===== config.mk =====
export PLATFORM = sky130hd
export DESIGN_NAME = nmi_cond_top
export DESIGN_NICKNAME = d
export VERILOG_FILES = /design/src/rtl/nmi_cond_pkg.sv /design/src/rtl/nmi_sync.sv /design/src/rtl/nmi_sense.sv /design/src/rtl/nmi_latch.sv /design/src/rtl/nmi_regs.sv /design/src/rtl/nmi_cond_top.sv
export SDC_FILE = /design/constraint.sdc
export NUM_CORES = 1
export LEC_CHECK = 0
export BUFFER_PORTS_ARGS = -buffer_cell sky130_fd_sc_hd__buf_2
export CAP_MARGIN = 20
export CORE_AREA = 2 2 51 53
export DETAILED_ROUTE_END_ITERATION = 8
export DIE_AREA = 0 0 53 55
export PLACE_DENSITY = 0.75
export SETUP_SLACK_MARGIN = 0.15
export SLEW_MARGIN = 20
export SYNTH_ARGS = -nofsm -noshare
export SYNTH_HDL_FRONTEND = slang
export SYNTH_SLANG_ARGS = --single-unit

===== constraint.sdc =====
create_clock -name clk -period 1.3 [get_ports clk]
set_clock_uncertainty 0.15 [all_clocks]
set_input_delay 0.065 -clock clk [delete_from_list [all_inputs] [get_ports clk]]
set_output_delay 0.065 -clock clk [all_outputs]
set_load 0.01 [all_outputs]

===== src/rtl/nmi_cond_pkg.sv =====
package nmi_cond_pkg;
  typedef enum logic [1:0] {
    SENSE_LOW  = 2'd0,
    SENSE_FALL = 2'd1,
    SENSE_HIGH = 2'd2,
    SENSE_RISE = 2'd3
  } sense_e;

  function automatic logic is_edge(input sense_e m);
    return (m == SENSE_FALL) || (m == SENSE_RISE);
  endfunction
endpackage


===== src/rtl/nmi_sync.sv =====
module nmi_sync #(
  parameter int STAGES = 2
) (
  input  logic clk,
  input  logic rst,
  input  logic d_i,
  output logic q_o
);
  logic [STAGES-1:0] chain_q;

  generate
    for (genvar i = 0; i < STAGES; i++) begin : g_stage
      if (i == 0) begin : g_first
        always_ff @(posedge clk) begin
          if (rst) chain_q[0] <= 1'b0;
          else     chain_q[0] <= d_i;
        end
      end else begin : g_next
        always_ff @(posedge clk) begin
          if (rst) chain_q[i] <= 1'b0;
          else     chain_q[i] <= chain_q[i-1];
        end
      end
    end
  endgenerate

  assign q_o = chain_q[STAGES-1];
endmodule


===== src/rtl/nmi_sense.sv =====
module nmi_sense
  import nmi_cond_pkg::*;
(
  input  logic   clk,
  input  logic   rst,
  input  logic   pad_s_i,
  input  sense_e mode_i,
  input  logic   hist_clr_i,
  output logic   evt_o
);
  logic prev_q;
  logic hist_q;
  logic rise_w, fall_w;

  always_ff @(posedge clk) begin
    if (rst) begin
      prev_q <= 1'b0;
      hist_q <= 1'b0;
    end else begin
      prev_q <= pad_s_i;
      hist_q <= !hist_clr_i;
    end
  end

  assign rise_w = hist_q &&  pad_s_i && !prev_q;
  assign fall_w = hist_q && !pad_s_i &&  prev_q;

  always_comb begin
    unique case (mode_i)
      SENSE_LOW:  evt_o = !pad_s_i;
      SENSE_FALL: evt_o = fall_w;
      SENSE_HIGH: evt_o = pad_s_i;
      SENSE_RISE: evt_o = rise_w;
      default:    evt_o = 1'b0;
    endcase
  end

  AST_NO_EDGE_AFTER_MODE: assert property (@(posedge clk) disable iff (rst)
    ($past(hist_clr_i) && is_edge(mode_i)) |-> !evt_o);
endmodule


===== src/rtl/nmi_latch.sv =====
module nmi_latch (
  input  logic clk,
  input  logic rst,
  input  logic set_i,
  input  logic clr_i,
  output logic q_o
);
  always_ff @(posedge clk) begin
    if (rst)        q_o <= 1'b0;
    else if (set_i) q_o <= 1'b1;
    else if (clr_i) q_o <= 1'b0;
  end

  AST_SET_WINS: assert property (@(posedge clk) disable iff (rst)
    set_i |=> q_o);
  AST_HOLD: assert property (@(posedge clk) disable iff (rst)
    (!set_i && !clr_i) |=> (q_o == $past(q_o)));
  AST_CLEAR: assert property (@(posedge clk) disable iff (rst)
    (clr_i && !set_i) |=> !q_o);
endmodule


===== src/rtl/nmi_regs.sv =====
module nmi_regs
  import nmi_cond_pkg::*;
#(
  parameter int          ADDR_W   = 8,
  parameter int          DATA_W   = 32,
  parameter logic [7:0]  OFF_MODE = 8'h0C,
  parameter logic [7:0]  OFF_PEND = 8'h10,
  parameter logic [7:0]  OFF_EN   = 8'h40
) (
  input  logic              clk,
  input  logic              rst,
  input  logic              acc_en_i,
  input  logic              acc_we_i,
  input  logic [ADDR_W-1:0] acc_addr_i,
  input  logic [DATA_W-1:0] acc_wdata_i,
  input  logic              flag_i,
  output logic [DATA_W-1:0] rd_data_o,
  output sense_e            mode_o,
  output logic              en_o,
  output logic              clr_o,
  output logic              mode_wr_o
);
  localparam int PAD_W = DATA_W - 2;

  logic hit_mode, hit_pend, hit_en, wr;
  logic unused_wdata;

  assign unused_wdata = ^acc_wdata_i[DATA_W-1:2];
  assign wr        = acc_en_i && acc_we_i;
  assign hit_mode  = (acc_addr_i == ADDR_W'(OFF_MODE));
  assign hit_pend  = (acc_addr_i == ADDR_W'(OFF_PEND));
  assign hit_en    = (acc_addr_i == ADDR_W'(OFF_EN));
  assign mode_wr_o = wr && hit_mode;
  assign clr_o     = wr && hit_pend && acc_wdata_i[0];

  always_ff @(posedge clk) begin
    if (rst) begin
      mode_o <= SENSE_RISE;
      en_o   <= 1'b1;
    end else begin
      if (mode_wr_o)     mode_o <= sense_e'(acc_wdata_i[1:0]);
      if (wr && hit_en)  en_o   <= acc_wdata_i[0];
    end
  end

  always_ff @(posedge clk) begin
    if (rst) begin
      rd_data_o <= '0;
    end else if (acc_en_i && !acc_we_i) begin
      if (hit_mode)      rd_data_o <= {{PAD_W{1'b0}}, mode_o};
      else if (hit_pend) rd_data_o <= {{(DATA_W-1){1'b0}}, flag_i && en_o};
      else if (hit_en)   rd_data_o <= {{(DATA_W-1){1'b0}}, en_o};
      else               rd_data_o <= '0;
    end
  end
endmodule


===== src/rtl/nmi_cond_top.sv =====
module nmi_cond_top
  import nmi_cond_pkg::*;
#(
  parameter int ADDR_W      = 8,
  parameter int DATA_W      = 32,
  parameter int SYNC_STAGES = 2
) (
  input  logic              clk,
  input  logic              rst,
  input  logic              pad_i,
  input  logic              acc_en_i,
  input  logic              acc_we_i,
  input  logic [ADDR_W-1:0] acc_addr_i,
  input  logic [DATA_W-1:0] acc_wdata_i,
  output logic [DATA_W-1:0] rd_data_o,
  output logic              irq_o,
  output logic              wake_o
);
  logic   pad_s, evt, clr, mode_wr, en, flag;
  sense_e mode;

  nmi_sync #(.STAGES(SYNC_STAGES)) u_sync (
    .clk(clk), .rst(rst), .d_i(pad_i), .q_o(pad_s)
  );

  nmi_sense u_sense (
    .clk(clk), .rst(rst), .pad_s_i(pad_s), .mode_i(mode),
    .hist_clr_i(mode_wr), .evt_o(evt)
  );

  nmi_latch u_latch (
    .clk(clk), .rst(rst), .set_i(evt), .clr_i(clr), .q_o(flag)
  );

  nmi_regs #(.ADDR_W(ADDR_W), .DATA_W(DATA_W)) u_regs (
    .clk(clk), .rst(rst), .acc_en_i(acc_en_i), .acc_we_i(acc_we_i),
    .acc_addr_i(acc_addr_i), .acc_wdata_i(acc_wdata_i), .flag_i(flag),
    .rd_data_o(rd_data_o), .mode_o(mode), .en_o(en), .clr_o(clr),
    .mode_wr_o(mode_wr)
  );

  assign irq_o = flag;

  always_ff @(posedge clk) begin
    if (rst) wake_o <= 1'b0;
    else     wake_o <= (evt || (flag && !clr)) && (acc_en_i && acc_we_i &&
                       acc_addr_i == ADDR_W'(8'h40) ? acc_wdata_i[0] : en);
  end

  AST_WAKE_NEEDS_IRQ: assert property (@(posedge clk) disable iff (rst)
    wake_o |-> irq_o);
endmodule


* After elaboration in Yosys (flattened, before gate mapping)
Cells that the tools add are included.
** Word-level totals
- Output and inout bits :: 34
- Word-level logic and storage cells :: 43
- Register bits after elaboration :: 41
- Bits of input ports :: 45
** Cells by class
- Equality and inequality tests :: 6
- Multiplexer cells :: 7
- Reductions and logical operators :: 21
** Operators by type and width (count)
- $mux 32 :: 2
- $logic_and 1x1->1 :: 13
- $eq 8x4->1 const B :: 1
- $eq 8x5->1 const B :: 1
- $eq 8x7->1 const B :: 1
- $logic_not 1->1 :: 5
- $eq 2x2->1 const B :: 2
- $mux 1 :: 4
- $pmux 1 s4 :: 1
- $eq 2x1->1 const B :: 1
- $logic_not 2->1 :: 1
- $reduce_bool 2->1 :: 1
- $logic_or 1x1->1 :: 1

* Depth between registers and ports, before layout
- Word-level depth :: 7
- Mapped depth :: 4
- Gate-level depth less buffers :: 4

* Cells and area by module
Synthesis repeated with hierarchy kept, for this count alone.
** Second synthesis, totals
- Cells, all modules :: 94
- Area total of the unflattened synthesis :: 822.0 um^2
** By module, submodules not included
- nmi_regs :: times used 1, seq. area each 100.1 um^2, area an instance 558.0 um^2, cells an instance 68
- nmi_cond_top :: times used 1, seq. area each 20.0 um^2, area an instance 88.8 um^2, cells an instance 9
- nmi_sense :: times used 1, seq. area each 40.0 um^2, area an instance 83.8 um^2, cells an instance 9
- nmi_sync :: times used 1, seq. area each 40.0 um^2, area an instance 52.6 um^2, cells an instance 4
- nmi_latch :: times used 1, seq. area each 20.0 um^2, area an instance 38.8 um^2, cells an instance 4

* Worst setup path after synthesis
Ideal clock, no wire load.
- Path kind :: input port to flip-flop
- Start point :: input acc_addr_i[5]
- End point :: register u_regs.rd_data_o[0]
- Buffers on the path :: 0
- Slack :: 0.245 ns
- Library setup time :: 0.088 ns
- Stages :: 4
- Arrival time :: 0.817 ns
- Data required time :: 1.062 ns
- Path through :: nor3_4 > nor4b_4 > nand2_1 > a311oi_2
** On the way
- Longest elaborated chain between the ends :: 4
- Elaborated cells on any way between the ends :: 6
- Classes of those cells :: 3 x eq/ne; 3 x mux
** RTL lines
- from (decl) :: line nmi_cond_top.sv:13 : input logic [ADDR_W-1:0] acc_addr_i,
- $eq 8x7->1 :: line nmi_regs.sv:32 : assign hit_en = (acc_addr_i == ADDR_W'(OFF_EN));
- $mux 1 :: line nmi_regs.sv:52 : else if (hit_en) rd_data_o <= {{(DATA_W-1){1'b0}}, en_o};
- $mux 32 :: line nmi_regs.sv:51 : else if (hit_pend) rd_data_o <= {{(DATA_W-1){1'b0}}, flag_i && en_o};
- $mux 32 (*) :: line nmi_regs.sv:50 : if (hit_mode) rd_data_o <= {{PAD_W{1'b0}}, mode_o};
- to (signal assigned) :: line nmi_regs.sv:50
- to (signal assigned) :: line nmi_regs.sv:51
- to (signal assigned) :: line nmi_regs.sv:52
- to (decl) :: line nmi_regs.sv:17 : output logic [DATA_W-1:0] rd_data_o,
Mark *: on every way between the ends. The rest lies on a longest branch, timed or not.
A chain may end at the register's enable or synchronous reset.

* Worst setup path after layout
- Start point :: register u_regs.mode_o[0]
- End point :: register wake_o
** On the way
- Longest elaborated chain between the ends :: 4
- Elaborated cells on any way between the ends :: 7
- Classes of those cells :: 3 x eq/ne; 1 x mux; 3 x reduce/logical
** RTL lines
- from (decl) :: line nmi_regs.sv:18 : output sense_e mode_o,
- from (signal assigned) :: line nmi_regs.sv:41 : if (mode_wr_o) mode_o <= sense_e'(acc_wdata_i[1:0]);
- $eq 2x2->1 (tied with other cells) :: line nmi_sense.sv:29 : unique case (mode_i)
- $pmux 1 s4 (*) :: line nmi_sense.sv:29
- $logic_or 1x1->1 (*) :: line nmi_cond_top.sv:46 : else wake_o <= (evt || (flag && !clr)) && (acc_en_i && acc_we_i &&
- $logic_and 1x1->1 (*) :: line nmi_cond_top.sv:46
- to (signal assigned) :: line nmi_cond_top.sv:46
- to (decl) :: line nmi_cond_top.sv:17 : output logic wake_o
Marked as above.

==> out/metrics.csv <==
metric,value,unit
status,"finished, violations left",
failing checks,negative hold slack,
DIE HEIGHT,55,um
FF-to-FF End,wake_o,
cell area after synthesis,757.0,sq um
highest net fanout along the worst path,4,
initial antenna violation count,0,
largest net degree at the start of global routing,12,
"EDFF count, synth",0,
starting density of the core,32.01,%
Layout area overhead,13.22,%
CP top delay family,compound AO/OA/AOI/OAI gates,
Crit path depth,3,
vias in the first global route,486,
Std-Cell Rows,18,
Post-DRT Antenna Nets,0,
clock insertion delay at the later pin of the skew report,0.26,ns
FF-to-FF Start,u_regs.mode_o[0],
setup bufs post-CTS,0,
post-synth cell types,27,
Buffers on Ports,18,
I/O Pins,79,
global route overflow,0,
die area,2915,sq um
CTS Root Cell,clkbuf_4,
Max stage delay on crit path,0.34,ns
DR vias/cell,4.094,
Overall Power,0.7054,mW
H-Tree Level Count,1,
Final Wtd Congestion,0.8192,
register area share after synthesis,29.09,%
Yosys warning total,0,
arrival time worst endpoint,1.15,ns
routed wire length per instance,8.957,um
crit path launch type,flop,
drt first-iter violations,4,
"FFs w/ async S/R, synth",0,%
number of remaining DRC errors,0,
Setup crit start,u_regs.mode_o[0],
first-pass GRT wire length,2056,um
worst reg2reg path depth,3,
"most common cell after layout, fill and taps aside",conb_1,
total CTS buffers,3,
cells after synthesis,83,
Routed WL,1245,um
slowest cell on the critical path,dfxtp_2,
Tmin final,1.117,ns
r2r setup slk,0.18,ns
final net count,155,
share of the synthesized area in the top cell type,29.75,%
ratio of cells with drive above 1 in the final layout,32.11,%
final setup fails,0,
GRT Overall Usage,10.07,%
DR vias,569,
Final Slew Violations,0,
WP buf/inv,0,
worst path required time,1.33,ns
Power Dens Cells,823.1,nW/um^2
Fin. Hold Viols,1,
clock sink count,11,
min-delay src,acc_we_i,
CTS tree,done,
dpl hpwl,1066,um
RSZ-0062 raised after global routing,yes,
Hold WC Path Type,in2reg,
syn avg cell area,9.120,sq um
core area,2365,sq um
f_max,895.6,MHz
"CTS clk-pin slew, worst paths",0.06,ns
max cap viols,0,
Pre-Repair DR Iteration Count,4,
Hold Slack,-0.001231,ns
CTS max path bufs,2,
Worst setup endpoint,wake_o,
VDD IR max,0.5231,mV
worst-path cell chain,"a211oi_2, a31oi_1, a211oi_1",
"commonest non-fill, non-tap cells in the layout","conb_1, buf_2, dfxtp_1, nor2b_1, dlygate4sd3_1",
Setup CP Type,reg2reg,
dominant synthesized flop cell,dfxtp_1,
antenna fix cells,0,
crit end category,flop,
Die W,53,um
#FFs+latches synth,11,
Area contributors post-synth,"buf_4, dfxtp_1, nor2b_1",
P_leak,0.4039,nW
post-synth top area cell,buf_4,
period utilisation layout,85.89,%
number of fill cells,244,
through the flow:
step	utilization (%)	TNS, ns	cells	cell area [sq um]	worst slack (ns)
5_1_grt	36.24	0	139	857.1	0.05959
2_1_floorplan	-	0	112	865.8	0.2451
3_3_place_gp	32.96	0	131	779.5	0.04248
4_1_cts	35.98	0	139	850.8	0.1526
3_5_place_dp	32.96	-0.002182	131	779.5	-0.002182
6_report	36.24	0	139	857.1	0.1835
area by class of cell:
cell class,count,area (sq um),share of cell area (%)
multi-input cells,67,412.9,48.18
flip-flops and latches,11,224.0,26.13
repair buffers,24,145.1,16.93
well taps,30,37.54,4.380
clock buffers,4,26.28,3.066
inverters,3,11.26,1.314
worst min-delay path by stage:
stage                                to  cells past startpoint
floorplan                u_sense.prev_q                      1
global placement      u_sync.chain_q[0]                      2
detailed placement    u_sync.chain_q[0]                      2
CTS                 u_regs.rd_data_o[1]                      4
global route        u_regs.rd_data_o[1]                      4
finish              u_regs.rd_data_o[1]                      4
metal layers:
layer / global-route usage [%] / wire length, um
met1: 9.951 / 447
met2: 15.83 / 655
met3: 6.452 / 119
met4: 6.410 / 23
met5: 0 / 0
synthesized netlist by cell type, drive strengths merged, types with 2 or more instances:
master and count:
buf 30, dfxtp 11, nor2b 4, a21oi 3, inv 3, nand2 3, nand3 3, nor2 3
a211o 2, a211oi 2, nand2b 2, nand4 2, nor4 2, nor4b 2
worst reg2reg max path, cell delays in order, from the launching register on:
cell and delay, ns:
dfxtp_2 0.34, a211oi_2 0.23, a31oi_1 0.08, a211oi_1 0.24
cell families after synthesis:
kind of cell           share of synthesized area, %
muxes                                         1.322
AOI/OAI and AO/OA                             10.91
and+or+nand+nor                               26.44
buffers and inverters                         31.74
other                                        0.4954
DFF                                           29.09
sequential cells by signal, summed over array words and instances (netlist names):
name / count
u_sync.chain_q: 1
u_sync.q_o: 1
u_regs.mode_o: 2
u_sense.prev_q: 1
u_latch.q_o: 1
wake_o: 1
u_regs.rd_data_o: 2
u_sense.hist_q: 1
u_regs.en_o: 1
repair_timing:
action / in CTS / in global routing
hold buffers: 4 / 0
resized for setup: 1 / 5
setup endpoints to repair: 1 / 2
endpoints found under the hold margin: 11 / 0
pin swaps: 0 / 2
power by group:
group          internal (mW)  total (mW)  switching (mW)  leakage [nW]
clock network          0.119       0.222           0.103        0.0150
logic                 0.0478       0.132          0.0840         0.299
registers              0.347       0.352         0.00476        0.0899
total                  0.513       0.705           0.192         0.404
Note: power is estimated with default switching activity, not from simulation.
